**src/rtl/trc_pkg.sv**
```systemverilog
package trc_pkg;
    localparam int ADDR_W = 32;
    localparam int TIME_W = 64;
    localparam int GRP_W  = 7;
    localparam int BYTE_W = GRP_W + 1;

    typedef logic [ADDR_W-1:0] addr_t;
    typedef logic [TIME_W-1:0] time_t;

    typedef struct packed {
        addr_t zz_addr;
        time_t d_time;
    } delta_t;

    function automatic addr_t zigzag(input addr_t d);
        return {d[ADDR_W-2:0], 1'b0} ^ {ADDR_W{d[ADDR_W-1]}};
    endfunction

    function automatic int groups_for(input int w);
        return (w + GRP_W - 1) / GRP_W;
    endfunction
endpackage

```
**src/rtl/trc_delta.sv**
```systemverilog
module trc_delta
    import trc_pkg::*;
(
    input  logic   clk,
    input  logic   rst,
    input  logic   trace_en,
    input  logic   trace_all,
    input  logic   accept,
    input  addr_t  cur_addr,
    input  time_t  cur_time,
    input  logic   cur_hit,
    output logic   keep,
    output delta_t delta
);
    addr_t prev_addr_q;
    time_t prev_time_q;
    addr_t raw_addr_diff;

    assign keep          = trace_en && (!cur_hit || trace_all);
    assign raw_addr_diff = cur_addr - prev_addr_q;
    assign delta.zz_addr = zigzag(raw_addr_diff);
    assign delta.d_time  = cur_time - prev_time_q;

    always_ff @(posedge clk) begin
        if (rst) begin
            prev_addr_q <= '0;
            prev_time_q <= '0;
        end else if (accept && keep) begin
            prev_addr_q <= cur_addr;
            prev_time_q <= cur_time;
        end
    end

    AST_PREV_HOLD: assert property (@(posedge clk) disable iff (rst)
        !(accept && keep) |=> ($stable(prev_addr_q) && $stable(prev_time_q)));
    AST_PREV_LOAD: assert property (@(posedge clk) disable iff (rst)
        (accept && keep) |=> (prev_addr_q == $past(cur_addr) && prev_time_q == $past(cur_time)));
endmodule

```
**src/rtl/trc_varint_ser.sv**
```systemverilog
module trc_varint_ser
    import trc_pkg::*;
#(
    parameter int W = 32
) (
    input  logic              clk,
    input  logic              rst,
    input  logic              load,
    input  logic [W-1:0]      load_val,
    input  logic              take,
    output logic              busy,
    output logic [BYTE_W-1:0] out_byte
);
    localparam int NB    = groups_for(W);
    localparam int CNT_W = $clog2(NB + 1);

    logic [W-1:0]     val_q;
    logic [W-1:0]     rest;
    logic             busy_q;
    logic             last;
    logic [CNT_W-1:0] sent_q;

    assign rest     = val_q >> GRP_W;
    assign last     = (rest == '0);
    assign busy     = busy_q;
    assign out_byte = {~last, val_q[GRP_W-1:0]};

    always_ff @(posedge clk) begin
        if (rst) begin
            val_q  <= '0;
            busy_q <= 1'b0;
            sent_q <= '0;
        end else if (load) begin
            val_q  <= load_val;
            busy_q <= 1'b1;
            sent_q <= '0;
        end else if (take && busy_q) begin
            val_q  <= rest;
            sent_q <= sent_q + 1'b1;
            if (last) begin
                busy_q <= 1'b0;
            end
        end
    end

    AST_LEN_BOUND: assert property (@(posedge clk) disable iff (rst)
        busy_q |-> (sent_q < CNT_W'(NB)));
    AST_NO_RELOAD: assert property (@(posedge clk) disable iff (rst)
        load |-> !busy_q);
    AST_FINAL_DROPS: assert property (@(posedge clk) disable iff (rst)
        (busy_q && take && !out_byte[BYTE_W-1] && !load) |=> !busy_q);
endmodule

```
**src/rtl/trc_delta_encoder.sv**
```systemverilog
module trc_delta_encoder
    import trc_pkg::*;
(
    input  logic              clk,
    input  logic              rst,
    input  logic              trace_en,
    input  logic              trace_all,
    input  logic              rec_valid,
    output logic              rec_ready,
    input  logic [ADDR_W-1:0] rec_addr,
    input  logic [TIME_W-1:0] rec_time,
    input  logic              rec_hit,
    output logic              byte_valid,
    input  logic              byte_ready,
    output logic [BYTE_W-1:0] byte_data
);
    logic              accept;
    logic              keep;
    logic              start;
    delta_t            delta;
    logic              a_busy, t_busy;
    logic [BYTE_W-1:0] a_byte, t_byte;
    logic              take_a, take_t;
    logic              xfer;

    assign rec_ready  = !a_busy && !t_busy;
    assign accept     = rec_valid && rec_ready;
    assign start      = accept && keep;
    assign byte_valid = a_busy || t_busy;
    assign byte_data  = a_busy ? a_byte : t_byte;
    assign xfer       = byte_valid && byte_ready;
    assign take_a     = xfer && a_busy;
    assign take_t     = xfer && !a_busy;

    trc_delta u_delta (
        .clk       (clk),
        .rst       (rst),
        .trace_en  (trace_en),
        .trace_all (trace_all),
        .accept    (accept),
        .cur_addr  (rec_addr),
        .cur_time  (rec_time),
        .cur_hit   (rec_hit),
        .keep      (keep),
        .delta     (delta)
    );

    trc_varint_ser #(.W(ADDR_W)) u_addr_ser (
        .clk      (clk),
        .rst      (rst),
        .load     (start),
        .load_val (delta.zz_addr),
        .take     (take_a),
        .busy     (a_busy),
        .out_byte (a_byte)
    );

    trc_varint_ser #(.W(TIME_W)) u_time_ser (
        .clk      (clk),
        .rst      (rst),
        .load     (start),
        .load_val (delta.d_time),
        .take     (take_t),
        .busy     (t_busy),
        .out_byte (t_byte)
    );

    AST_NO_ACCEPT_BUSY: assert property (@(posedge clk) disable iff (rst)
        byte_valid |-> !rec_ready);
    AST_HOLD_WHILE_STALL: assert property (@(posedge clk) disable iff (rst)
        (byte_valid && !byte_ready) |=> (byte_valid && $stable(byte_data)));
    AST_FIRST_BYTE: assert property (@(posedge clk) disable iff (rst)
        start |=> byte_valid);
    AST_DROP_SILENT: assert property (@(posedge clk) disable iff (rst)
        (accept && !keep) |=> !byte_valid);
    AST_ADDR_BEFORE_TIME: assert property (@(posedge clk) disable iff (rst)
        a_busy |-> t_busy);
endmodule

```
**config.mk**
```make
export PLATFORM = sky130hd
export DESIGN_NAME = trc_delta_encoder
export DESIGN_NICKNAME = d
export VERILOG_FILES = /design/src/rtl/trc_pkg.sv /design/src/rtl/trc_delta.sv /design/src/rtl/trc_varint_ser.sv /design/src/rtl/trc_delta_encoder.sv
export SDC_FILE = /design/constraint.sdc
export NUM_CORES = 1
export LEC_CHECK = 0
export ABC_AREA = 1
export ABC_CLOCK_PERIOD_IN_PS = 2600
export BUFFER_PORTS_ARGS = -buffer_cell sky130_fd_sc_hd__buf_2
export CAP_MARGIN = 10
export CORE_MARGIN = 2
export CORE_UTILIZATION = 60
export DETAILED_ROUTE_END_ITERATION = 6
export GPL_TIMING_DRIVEN = 0
export PLACE_DENSITY = 0.79
export SYNTH_ARGS = -nofsm -noshare
export SYNTH_HDL_FRONTEND = slang
export SYNTH_SLANG_ARGS = --single-unit
```
**constraint.sdc**
```tcl
create_clock -name clk -period 2.6 [get_ports clk]
set_input_delay 0.52 -clock clk [delete_from_list [all_inputs] [get_ports clk]]
set_output_delay 0.52 -clock clk [all_outputs]
set_load 0.02 [all_outputs]
```
==> summary.md, run 1 <==
| Metric | Value |
|---|---|
| Top cells by area in the synthesized netlist | dfxtp_1 24%, nand2_1 21%, inv_1 13% |
| EDFF count, synth | 0 |
| Layout cell share with drive strength beyond 1 | 0.0796 |
| FMAX | 0.388 GHz |
| Seq cells post-synth | 194 |
| Synth top area share | 0.237 |
| Antenna cells | 0 |
| First-pass GRT wire length | 88000 um |
| Sequential share of power | 0.340 |
| WL/cell | 17.0 um |
| Hold Crit Depth | 3 |
| Worst path required time | 2080 ps |
| Die height | 169 um |
| Compound-Gate Fraction of Synth Area | 0.153 |
| Initial antenna violation count | 0 |
| Slew @ Worst Pin | 1160 ps |
| Placed Cells | 3359 |
| Synth Area in XOR/XNOR | 0.0150 |
| CP Capture Type | primary output |
| CORE AREA | 0.0269 mm^2 |
| DRC | 1 |
| IO buf count | 111 |
| Hold Path End | u_delta.prev_time_q[0] |
| Post-route ant nets | 0 |
| Final setup vio count | 0 |
| Clock Tree Buf Depth | 2 |
| Final instance area | 0.0182 mm^2 |
| P&R area growth vs syn | 11.1% |
| Worst VDD drop | 0.000476 V |
| Fin. Hold Viols | 0 |
| Syn_nets | 3106 |
| NetSw | 4.10 mW |
| Largest net degree at the start of global routing | 19 |
| Internal power | 5.83 mW |
| Vias | 19000 |
| Largest area contributor in the synthesized netlist | dfxtp_1 |
| Drt first pass iters | 7 |
| Post-CTS Hold Buffers | 0 |
| CP max FO | 3 |
| Post-Place Cell Area | 0.0174 mm^2 |
| Final wirelength | 57600 um |
| CTS root buffer | clkbuf_16 |
| Final HPWL DP | 46400 um |
| Fin. max-slew vios | 0 |
| Remaining global-route overflow | 0 |
| Top cells by count, synth | 925 x nand2_1, 582 x inv_1, 233 x a21oi_1 |
| Worst min path class | input port to flip-flop |
| Cell Count, Final, Fillers Out | 3394 |
| H-tree depth | 4 |
| Number of global-route vias before repair | 17300 |
| Fin nets | 3239 |
| Violated checks | design-rule violations |
| Clk Latency, worst-skew pair | 460 ps |
| Clock power share | 0.277 |
| Initial detailed-routing violation count | 1770 |
| Leak | 9.67 nW |
| Main synth FF type | dfxtp_1 |
| Main combinational cell family by area after synthesis | simple AND/OR/NAND/NOR gates |
| Max capacitance violation total | 0 |
| Reg2reg setup slack | 30 ps |
| Post-Synth Simple-Gate Area | 0.364 |
| Area share of fa/ha/maj cells after synthesis | 0.0742 |
| Initial core utilization | 0.610 |
| Clock slew at reported path FFs | 80 ps |
| Status | complete, but fails checks |
| Final Wtd Congestion | 1.00 |
| Clock skew | 19.5 ps |
| Mux cell area share after synthesis | 0 |
| Cell Area, Synth | 0.0164 mm^2 |
| Comb pwr share | 0.383 |
| Mean post-synth cell area | 5.64 um^2 |
| DR vias/cell | 5.61 |
| CP Data Arrival Time | 2060 ps |
| Top-count cell post-synth | nand2_1 |
| Total GRT Usage | 0.393 |
| Reg2Reg Depth | 13 |
| PwrDens | 545 mW/mm^2 |
| Final Cycle Share | 0.991 |
| Setup WS pre-CTS | -487 ps |
| Yosys cell types | 38 |
| CTS Buf Count | 17 |
| Final Critical Period | 2580 ps |
| CTS sink count | 194 |
| Die X | 169 um |
| Final-layout fill cell count | 2602 |
| CP Class | flip-flop to primary output |
| R2r startpoint | u_delta.prev_time_q[6] |
| CTS tree | built |
| I/O pins | 113 |
| Asr flop ratio synth | 0 |
| Post-synthesis sequential area ratio | 0.237 |
| Num rows | 60 |
| Reg2reg end | u_time_ser.val_q[56] |
| Switch share | 0.413 |
| Setup TNS | 0 ps |
| Yosys synthesis warning count | 0 |
| Rel. slew slack | 0.223 |
| Hold Worst Slack | 322 ps |
| Worst Hold Launch | rec_time[0] |
| Overall die area | 0.0287 mm^2 |
| Final worst slack | 24.2 ps |
| Gate Count Post-Synth | 2907 |
| Worst setup SP type | flip-flop |
## per-stage QoR
stage	util	power [mW]
6_report	0.678	9.93
5_1_grt	0.678	10.4
4_1_cts	0.669	9.73
3_5_place_dp	0.647	7.03
3_3_place_gp	0.647	6.95
2_1_floorplan	-	5.91
## worst max-delay path by stage
stage / start / endpoint / slack, ps / cells past startpoint
2_1_floorplan: rec_addr[0] / u_addr_ser.val_q[21] / 330 / 19
3_3_place_gp: rec_time[0] / u_time_ser.val_q[56] / -440 / 16
3_5_place_dp: rec_time[0] / u_time_ser.val_q[56] / -490 / 16
4_1_cts: u_delta.prev_addr_q[22] / u_addr_ser.val_q[3] / 5 / 16
5_1_grt: u_delta.prev_time_q[0] / u_time_ser.val_q[50] / -20 / 16
6_report: u_addr_ser.val_q[15] / byte_data[7] / 20 / 5
## logic make-up after synthesis
| family | count (synthesis) |
|---|---|
| AOI/OAI and AO/OA | 479 |
| xor gates and xnor gates | 28 |
| adders and majority gates | 96 |
| buffers and inverters | 671 |
| DFF | 194 |
| and+or+nand+nor | 1439 |
## repair_timing
item / CTS / global route
setup buffers: 0 / 3
resized for setup: 6 / 57
setup endpoints to repair: 14 / 65
pin swaps: 0 / 1
cloned: 0 / 0
## registers in the layout, summed over array words and instances, names as in the netlist
name and flops:
u_delta.prev_time_q 64, u_time_ser.val_q 64, u_addr_ser.val_q 32, u_delta.prev_addr_q 32
u_addr_ser.busy 1, u_time_ser.busy 1
## layout make-up
| type | count | area (um^2) | area share |
|---|---|---|---|
| buffer | 86 | 380 | 0.0209 |
| clock buffer | 22 | 474 | 0.0260 |
| clock inverter | 10 | 109 | 0.00598 |
| inverter | 585 | 2200 | 0.121 |
| multi-input combinational | 2042 | 10200 | 0.558 |
| sequential | 194 | 3880 | 0.213 |
| tap | 341 | 427 | 0.0234 |
| timing repair buffer | 114 | 578 | 0.0317 |
## power groups by stage
stage / logic [mW] / registers, mW / clock network, mW
2_1_floorplan: 2.53 / 3.38 / 0
4_1_cts: 3.62 / 3.37 / 2.74
3_5_place_dp: 3.60 / 3.43 / 0
5_1_grt: 4.18 / 3.39 / 2.85
3_3_place_gp: 3.52 / 3.42 / 0
6_report: 3.81 / 3.38 / 2.75
## layer usage
layer | share of wire | GRT usage | vias to the layer above
li1 | - | - | 9349
met1 | 0.39 | 0.461 | 8575
met2 | 0.47 | 0.673 | 910
met3 | 0.082 | 0.0728 | 198
met4 | 0.061 | 0.225 | 0
met5 | 0 | 0 | -
## worst max-delay path: stages (launching register included)
cell and delay (ps):
dfxtp_1 350, nor4_1 420, nand4_1 190, o31ai_1 350, nand2_1 100, buf_2 180
## placed cells by master, fill, tap and decap left out, drive strengths merged, types with 4 or more instances in the layout
master and n:
nand3b 30, nand2 930, xnor2 12, a21oi 233, ha 94, clkbuf 77
nand4 23, or2 10, nor3 17, nor4 22, o22ai 5, o21bai 14
o21ai 202, dfxtp 194, nand3 203, inv 592, a31oi 4, buf 145
o211ai 10, nor2 197, xor2 16
(Power assumes the default switching activity.)
==> run 2: changes to the inputs <==
- SLEW_MARGIN: not set -> 20
- SYNTH_HIERARCHICAL: not set -> 1
==> summary.md, run 2 <==
| Metric | Value |
|---|---|
| Status | complete, no violations (was complete, but fails checks) |
| Reg2reg setup slack | 10 ps (was 30 ps) |
| Remaining global-route overflow | 0 (unchanged) |
| Total Power | 9.68 mW (was 9.93 mW) |
| PwrDens | 524 mW/mm^2 (was 545 mW/mm^2) |
| Leak | 9.52 nW (was 9.67 nW) |
| Top cells by area in the synthesized netlist | dfxtp_1 23%, nand2_1 23%, inv_1 11% (was dfxtp_1 24%, nand2_1 21%, inv_1 13%) |
| Final setup vio count | 0 (unchanged) |
| Yosys synthesis warning count | 6 (was 0) |
| Worst path required time | 2950 ps (was 2080 ps) |
| Worst setup SP type | flip-flop (unchanged) |
| CTS Buf Count | 17 (unchanged) |
| WL/cell | 14.9 um (was 17.0 um) |
| P&R area growth vs syn | 10.1% (was 11.1%) |
| IO buf count | 111 (unchanged) |
| Hold Worst Slack | 338 ps (was 322 ps) |
| Final Critical Period | 2590 ps (was 2580 ps) |
| Setup TNS | 0 ps (unchanged) |
| Clk Latency, worst-skew pair | 470 ps (was 460 ps) |
| Die X | 171 um (was 169 um) |
| Worst VDD drop | 0.000456 V (was 0.000476 V) |
| Clock Tree Buf Depth | 2 (unchanged) |
| Seq cells post-synth | 194 (unchanged) |
| Setup WS pre-CTS | -534 ps (was -487 ps) |
| H-tree depth | 4 (unchanged) |
| Cell Area, Synth | 0.0168 mm^2 (was 0.0164 mm^2) |
| CP max FO | 10 (was 3) |
| Number of global-route vias before repair | 15800 (was 17300) |
| I/O pins | 113 (unchanged) |
| Top flop regs | u_delta/prev_time_q (64), u_time_ser/val_q (64) (was u_delta.prev_time_q (64), u_time_ser.val_q (64)) |
| CORE AREA | 0.0276 mm^2 (was 0.0269 mm^2) |
| Final instance area | 0.0185 mm^2 (was 0.0182 mm^2) |
| Clock slew at reported path FFs | 80 ps (about the same) |
| Largest area contributor in the synthesized netlist | dfxtp_1 (unchanged) |
| Hold Path End | u_delta/prev_addr_q[27] (was u_delta.prev_time_q[0]) |
| FMAX | 0.387 GHz (was 0.388 GHz) |
| EDFF count, synth | 0 (unchanged) |
| M1 wire length | 23700 um (was 22500 um) |
| CP Class | flip-flop to flip-flop (was flip-flop to primary output) |
| Final worst slack | 14.6 ps (was 24.2 ps) |
| Yosys cell types | 44 (was 38) |
| Final wirelength | 50900 um (was 57600 um) |
| Top cells by count, synth | 1032 x nand2_1, 492 x inv_1, 290 x nor2_1 (was 925 x nand2_1, 582 x inv_1, 233 x a21oi_1) |
| Final-layout fill cell count | 2701 (was 2602) |
| CTS tree | built (unchanged) |
| Slew @ Worst Pin | 839 ps (was 1160 ps) |
| Placed Cells | 3378 (was 3359) |
| Vias | 18300 (was 19000) |
| Most frequent cells in the layout | 1025 x nand2_1, 492 x inv_1, 287 x nor2_1 (was 910 x nand2_1, 582 x inv_1, 228 x a21oi_1) |
| Commonest non-fill, non-tap cell in the layout | nand2_1 (unchanged) |
| DR vias/cell | 5.35 (was 5.61) |
| Layout cell share with drive strength beyond 1 | 0.103 (was 0.0796) |
| First-pass GRT wire length | 79400 um (was 88000 um) |
| Num rows | 61 (was 60) |
| Max capacitance violation total | 0 (unchanged) |
| Post-synthesis sequential area ratio | 0.232 (was 0.237) |
| Synth top area share | 0.232 (was 0.237) |
| Final Wtd Congestion | 1.01 (was 1.00) |
| Top-count cell post-synth | nand2_1 (unchanged) |
| Area of the multi-input gates | 0.0105 mm^2 (was 0.0102 mm^2) |
| Fin nets | 3218 (was 3239) |
| CTS sink count | 194 (unchanged) |
| Reg area | 0.00388 mm^2 (unchanged) |
| Antenna cells | 0 (unchanged) |
| Worst min path class | input port to flip-flop (unchanged) |
| Post-Place Cell Area | 0.0178 mm^2 (was 0.0174 mm^2) |
| Hold Crit Depth | 3 (unchanged) |
| Fin. max-slew vios | 0 (unchanged) |
| Asr flop ratio synth | 0 (unchanged) |
| Drt first pass iters | 5 (was 7) |
| Reg2Reg Depth | 9 (was 13) |
| Initial detailed-routing violation count | 1912 (was 1770) |
| Syn_nets | 3088 (was 3106) |
| R2r startpoint | u_addr_ser/busy (was u_delta.prev_time_q[6]) |
| DR WL met3 | 4150 um (was 4710 um) |
| Overall die area | 0.0293 mm^2 (was 0.0287 mm^2) |
| Final Cycle Share | 0.994 (was 0.991) |
| Fin. Hold Viols | 0 (unchanged) |
| Total GRT Usage | 0.344 (was 0.393) |
| Rel. slew slack | 0.441 (was 0.223) |
| Reg2reg end | u_delta/prev_time_q[44] (was u_time_ser.val_q[56]) |
| Cell Count, Final, Fillers Out | 3410 (was 3394) |
| Clock skew | 18.2 ps (was 19.5 ps) |
| Mean post-synth cell area | 5.81 um^2 (was 5.64 um^2) |
| Worst Hold Launch | rec_addr[27] (was rec_time[0]) |
| Highest routed layer | met4 (unchanged) |
| CTS root buffer | clkbuf_16 (unchanged) |
| Initial antenna violation count | 1 (was 0) |
| Met2 WL post-DR | 21700 um (was 26800 um) |
| Post-route ant nets | 0 (unchanged) |
| DRC | 0 (was 1) |
| Gate Count Post-Synth | 2889 (was 2907) |
| Die height | 171 um (was 169 um) |
| Main synth FF type | dfxtp_1 (unchanged) |
| CP Data Arrival Time | 2940 ps (was 2060 ps) |
| Final HPWL DP | 41700 um (was 46400 um) |
| CP Capture Type | flip-flop (was primary output) |
| Post-layout util | 0.668 (was 0.678) |
| Largest net degree at the start of global routing | 19 (unchanged) |
| Initial core utilization | 0.607 (was 0.610) |
## run 2: cell types whose count changed in the layout (fill, tap and decap cells not counted), sizes merged, moves of 20 or more
cell / previous run / this run
a211oi: 0 / 94
a21oi: 233 / 121
a31oi: 4 / 76
buf: 145 / 174
clkbuf: 77 / 55
inv: 592 / 507
nand2: 930 / 1080
nand3: 203 / 163
nand3b: 30 / 9
nor2: 197 / 299
nor4: 22 / 2
o21ai: 202 / 27
xor2: 16 / 39
## run 2: worst max-delay path: stages, from the launching register on
cell and delay (ps):
dfxtp_1 390, buf_6 180, nor2_8 60, nand2_2 100, inv_1 110, nand2_2 380, buf_2 530, buf_2 400
nor2_1 70, a211oi_1 230
## run 2: power breakdown
group | internal, mW | switching (mW)
Clock | 1.31 | 1.35
Sequential | 3.17 | 0.102
Combinational | 1.25 | 2.50
Total | 5.73 | 3.95
## run 2: how the worst max path moves through the flow
stage	start	endpoint	slack (ps)	cells after the start
6_report	u_addr_ser/busy	u_delta/prev_time_q[44]	10	9
5_1_grt	u_delta/prev_addr_q[17]	u_addr_ser/val_q[24]	-0.3	14
4_1_cts	u_delta/prev_time_q[0]	u_time_ser/val_q[44]	30	17
3_5_place_dp	rec_valid	u_delta/prev_time_q[44]	-530	8
3_3_place_gp	rec_valid	u_delta/prev_time_q[44]	-500	8
2_1_floorplan	rec_time[0]	u_time_ser/val_q[56]	270	18
## run 2: cell type report
type	count	share of cell area
clock inverters	13	0.00644
plain buffers	99	0.0334
inverters	502	0.102
well taps	378	0.0256
clock buffers	19	0.0245
multi-input cells	2094	0.567
repair buffers	111	0.0301
flip-flops and latches	194	0.210
## run 2: cells by family (layout without fill, tap and decap cells)
group,after synthesis,count (layout),synth area share
xor gates and xnor gates,46,46,0.0240
DFF,194,194,0.232
AOI/OAI and AO/OA,337,337,0.124
and+or+nand+nor,1615,1615,0.399
buffers and inverters,601,744,0.149
adders and majority gates,96,96,0.0725
## run 2: what timing repair did
item / CTS / global route
pin swaps: 0 / 1
gates resized for setup: 7 / 21
hold buffers: 0 / 0
setup buffers: 0 / 0
setup endpoints to repair: 105 / 24
## run 2: per-layer routing
| layer | GRT usage | vias up |
|---|---|---|
| li1 | - | 9259 |
| met3 | 0.0550 | 67 |
| met1 | 0.491 | 8271 |
| met2 | 0.528 | 656 |
| met5 | 0 | - |
| met4 | 0.111 | 0 |
==> run 3: changes to the inputs <==
- CORE_UTILIZATION: 60 -> 45
- PLACE_DENSITY: 0.79 -> not set
==> summary.md, run 3 (synthesis results as in run 2) <==
| Metric | Value |
|---|---|
| Final Cycle Share | 0.960 (was 0.994) |
| Hold Crit Depth | 3 (unchanged) |
| Worst setup SP type | flip-flop (unchanged) |
| CTS tree | built (unchanged) |
| Internal power | 5.77 mW (was 5.73 mW) |
| CTS root buffer | clkbuf_16 (unchanged) |
| Cell Count, Final, Fillers Out | 3501 (was 3410) |
| CTS Buf Count | 17 (unchanged) |
| Clock skew | 12.2 ps (was 18.2 ps) |
| Slew @ Worst Pin | 925 ps (was 839 ps) |
| CP Class | flip-flop to flip-flop (unchanged) |
| Worst VDD drop | 0.000471 V (was 0.000456 V) |
| Post-CTS Hold Buffers | 0 (unchanged) |
| DRC | 0 (unchanged) |
| Max capacitance violation total | 0 (unchanged) |
| Antenna cells | 0 (unchanged) |
| Clock power share | 0.281 (was 0.274) |
| Initial detailed-routing violation count | 1283 (was 1912) |
| Final wirelength | 53400 um (was 50900 um) |
| Setup WS pre-CTS | -596 ps (was -534 ps) |
| Clock slew at reported path FFs | 90 ps (was 80 ps) |
| CORE AREA | 0.0367 mm^2 (was 0.0276 mm^2) |
| Placed Cells | 3468 (was 3378) |
| Setup TNS | 0 ps (unchanged) |
| Final Critical Period | 2500 ps (was 2590 ps) |
| H-tree depth | 4 (unchanged) |
| CP Capture Type | flip-flop (unchanged) |
| P&R area growth vs syn | 11.8% (was 10.1%) |
| Remaining global-route overflow | 0 (unchanged) |
| Final HPWL DP | 44300 um (was 41700 um) |
| Layout cell share with drive strength beyond 1 | 0.112 (was 0.103) |
| M1 wire length | 27100 um (was 23700 um) |
| DR vias/cell | 5.06 (was 5.35) |
| Commonest non-fill, non-tap cell in the layout | nand2_1 (unchanged) |
| Post-Place Cell Area | 0.0179 mm^2 (was 0.0178 mm^2) |
| CP Data Arrival Time | 2840 ps (was 2940 ps) |
| Initial core utilization | 0.457 (was 0.607) |
| Total GRT Usage | 0.273 (was 0.344) |
| Highest routed layer | met4 (unchanged) |
| Final setup vio count | 0 (unchanged) |
| Top flop regs | u_delta/prev_time_q (64), u_time_ser/val_q (64) (unchanged) |
| Fin nets | 3219 (was 3218) |
| Num rows | 70 (was 61) |
| Clock Tree Buf Depth | 2 (unchanged) |
| Number of global-route vias before repair | 15700 (was 15800) |
| Die X | 197 um (was 171 um) |
| Slowest cell on crit path | ha_2 (was buf_2) |
| Final instance area | 0.0187 mm^2 (was 0.0185 mm^2) |
| Drt first pass iters | 5 (unchanged) |
| PwrDens | 524 mW/mm^2 (about the same) |
| FMAX | 0.401 GHz (was 0.387 GHz) |
| Leak | 9.54 nW (was 9.52 nW) |
| Met2 WL post-DR | 22400 um (was 21700 um) |
| CTS sink count | 194 (unchanged) |
| Total Power | 9.83 mW (was 9.68 mW) |
| CP max stage delay | 310 ps (was 530 ps) |
| Most frequent cells in the layout | 1022 x nand2_1, 492 x inv_1, 283 x nor2_1 (was 1025 x nand2_1, 492 x inv_1, 287 x nor2_1) |
| Die height | 197 um (was 171 um) |
| Sequential share of power | 0.333 (was 0.338) |
| I/O pins | 113 (unchanged) |
| Crit-path cells | inv_1 -> ha_2 -> nand2_1 -> nand2_1 -> inv_1 -> nand2_1 -> a21oi_4 -> nor2_2 -> nor2_4 -> nand2_4 -> nand2_4 -> nand2_8 -> buf_12 -> nand2_2 -> nand2_1 -> a211oi_2 -> a211oi_2 (was buf_6 -> nor2_8 -> nand2_2 -> inv_1 -> nand2_2 -> buf_2 -> buf_2 -> nor2_1 -> a211oi_1) |
| Fin. max-slew vios | 0 (unchanged) |
| Clk Latency, worst-skew pair | 460 ps (was 470 ps) |
| Comb pwr share | 0.386 (was 0.387) |
| NetSw | 4.06 mW (was 3.95 mW) |
| Final-layout fill cell count | 4028 (was 2701) |
| Fin. Hold Viols | 0 (unchanged) |
| Post-route ant nets | 0 (unchanged) |
| Final worst slack | 103 ps (was 14.6 ps) |
| Initial antenna violation count | 0 (was 1) |
| DR WL met3 | 3080 um (was 4150 um) |
| Reg2Reg Depth | 17 (was 9) |
| Vias | 17700 (was 18300) |
| Overall die area | 0.0388 mm^2 (was 0.0293 mm^2) |
| Rel. slew slack | 0.383 (was 0.441) |
| Most common cell on crit path | nand2_1 |
| WL/cell | 15.3 um (was 14.9 um) |
| Final Wtd Congestion | 0.948 (was 1.01) |
| Switch share | 0.413 (was 0.408) |
| IO buf count | 111 (unchanged) |
| Worst path required time | 2950 ps (about the same) |
| CP max FO | 10 (unchanged) |
| Status | complete, no violations (unchanged) |
| Largest net degree at the start of global routing | 22 (was 19) |
| Worst min path class | input port to flip-flop (unchanged) |
| First-pass GRT wire length | 83000 um (was 79400 um) |
run 3: cell count changes in the layout (fill, tap and decap cells not counted), moves of 4 or more:
cell	before	now
ha_1	89	73
ha_2	5	17
ha_4	0	4
nor2_2	6	10
nor2_1	287	283
run 3: power groups by stage:
stage	sequential, mW	combinational (mW)	clock [mW]
3_5_place_dp	3.34	3.68	0
2_1_floorplan	3.31	2.62	0
6_report	3.27	3.79	2.76
4_1_cts	3.27	3.70	2.85
5_1_grt	3.30	4.26	2.93
3_3_place_gp	3.34	3.65	0
run 3: metal layers:
metal	track usage	vias up
met5	0	-
met4	0.0643	0
met2	0.415	460
met1	0.410	7967
met3	0.0323	39
li1	-	9261
run 3: cell type report:
class	instances	area, um^2	area share
multi-input cells	2094	10600	0.565
flip-flops and latches	194	3880	0.207
inverters	502	1890	0.101
plain buffers	99	619	0.0330
well taps	468	586	0.0312
repair buffers	112	563	0.0300
clock buffers	17	425	0.0227
clock inverters	15	184	0.00981
run 3: worst max-delay path: cells and delay by family (launching register included):
family	cells	cell delay, ps
and+or+nand+nor	10	970
AOI/OAI and AO/OA	3	500
DFF	1	300
adders and majority gates	1	310
buffers and inverters	3	290
run 3: stage by stage:
| stage | util | hold WS [ps] |
|---|---|---|
| CTS | 0.505 | 311 |
| finish | 0.511 | 338 |
| floorplan | - | 443 |
| detailed placement | 0.488 | 457 |
| global route | 0.511 | 344 |
| global placement | 0.488 | 454 |
run 3: worst paths after layout:
check	slack, ps	from	endpoint
worst max register to register	100	u_delta/prev_addr_q[18]	u_addr_ser/val_q[24]
worst min-delay path	340	rec_addr[27]	u_delta/prev_addr_q[27]
worst max-delay path	100	u_delta/prev_addr_q[18]	u_addr_ser/val_q[24]
worst min register to register	470	u_delta/prev_time_q[58]	u_delta/prev_time_q[58]
run 3: timing repair:
item | in CTS | in global routing
setup endpoints to repair | 105 | 34
resized for setup | 6 | 55
buffers inserted | 0 | 1
pin swaps | 0 | 4
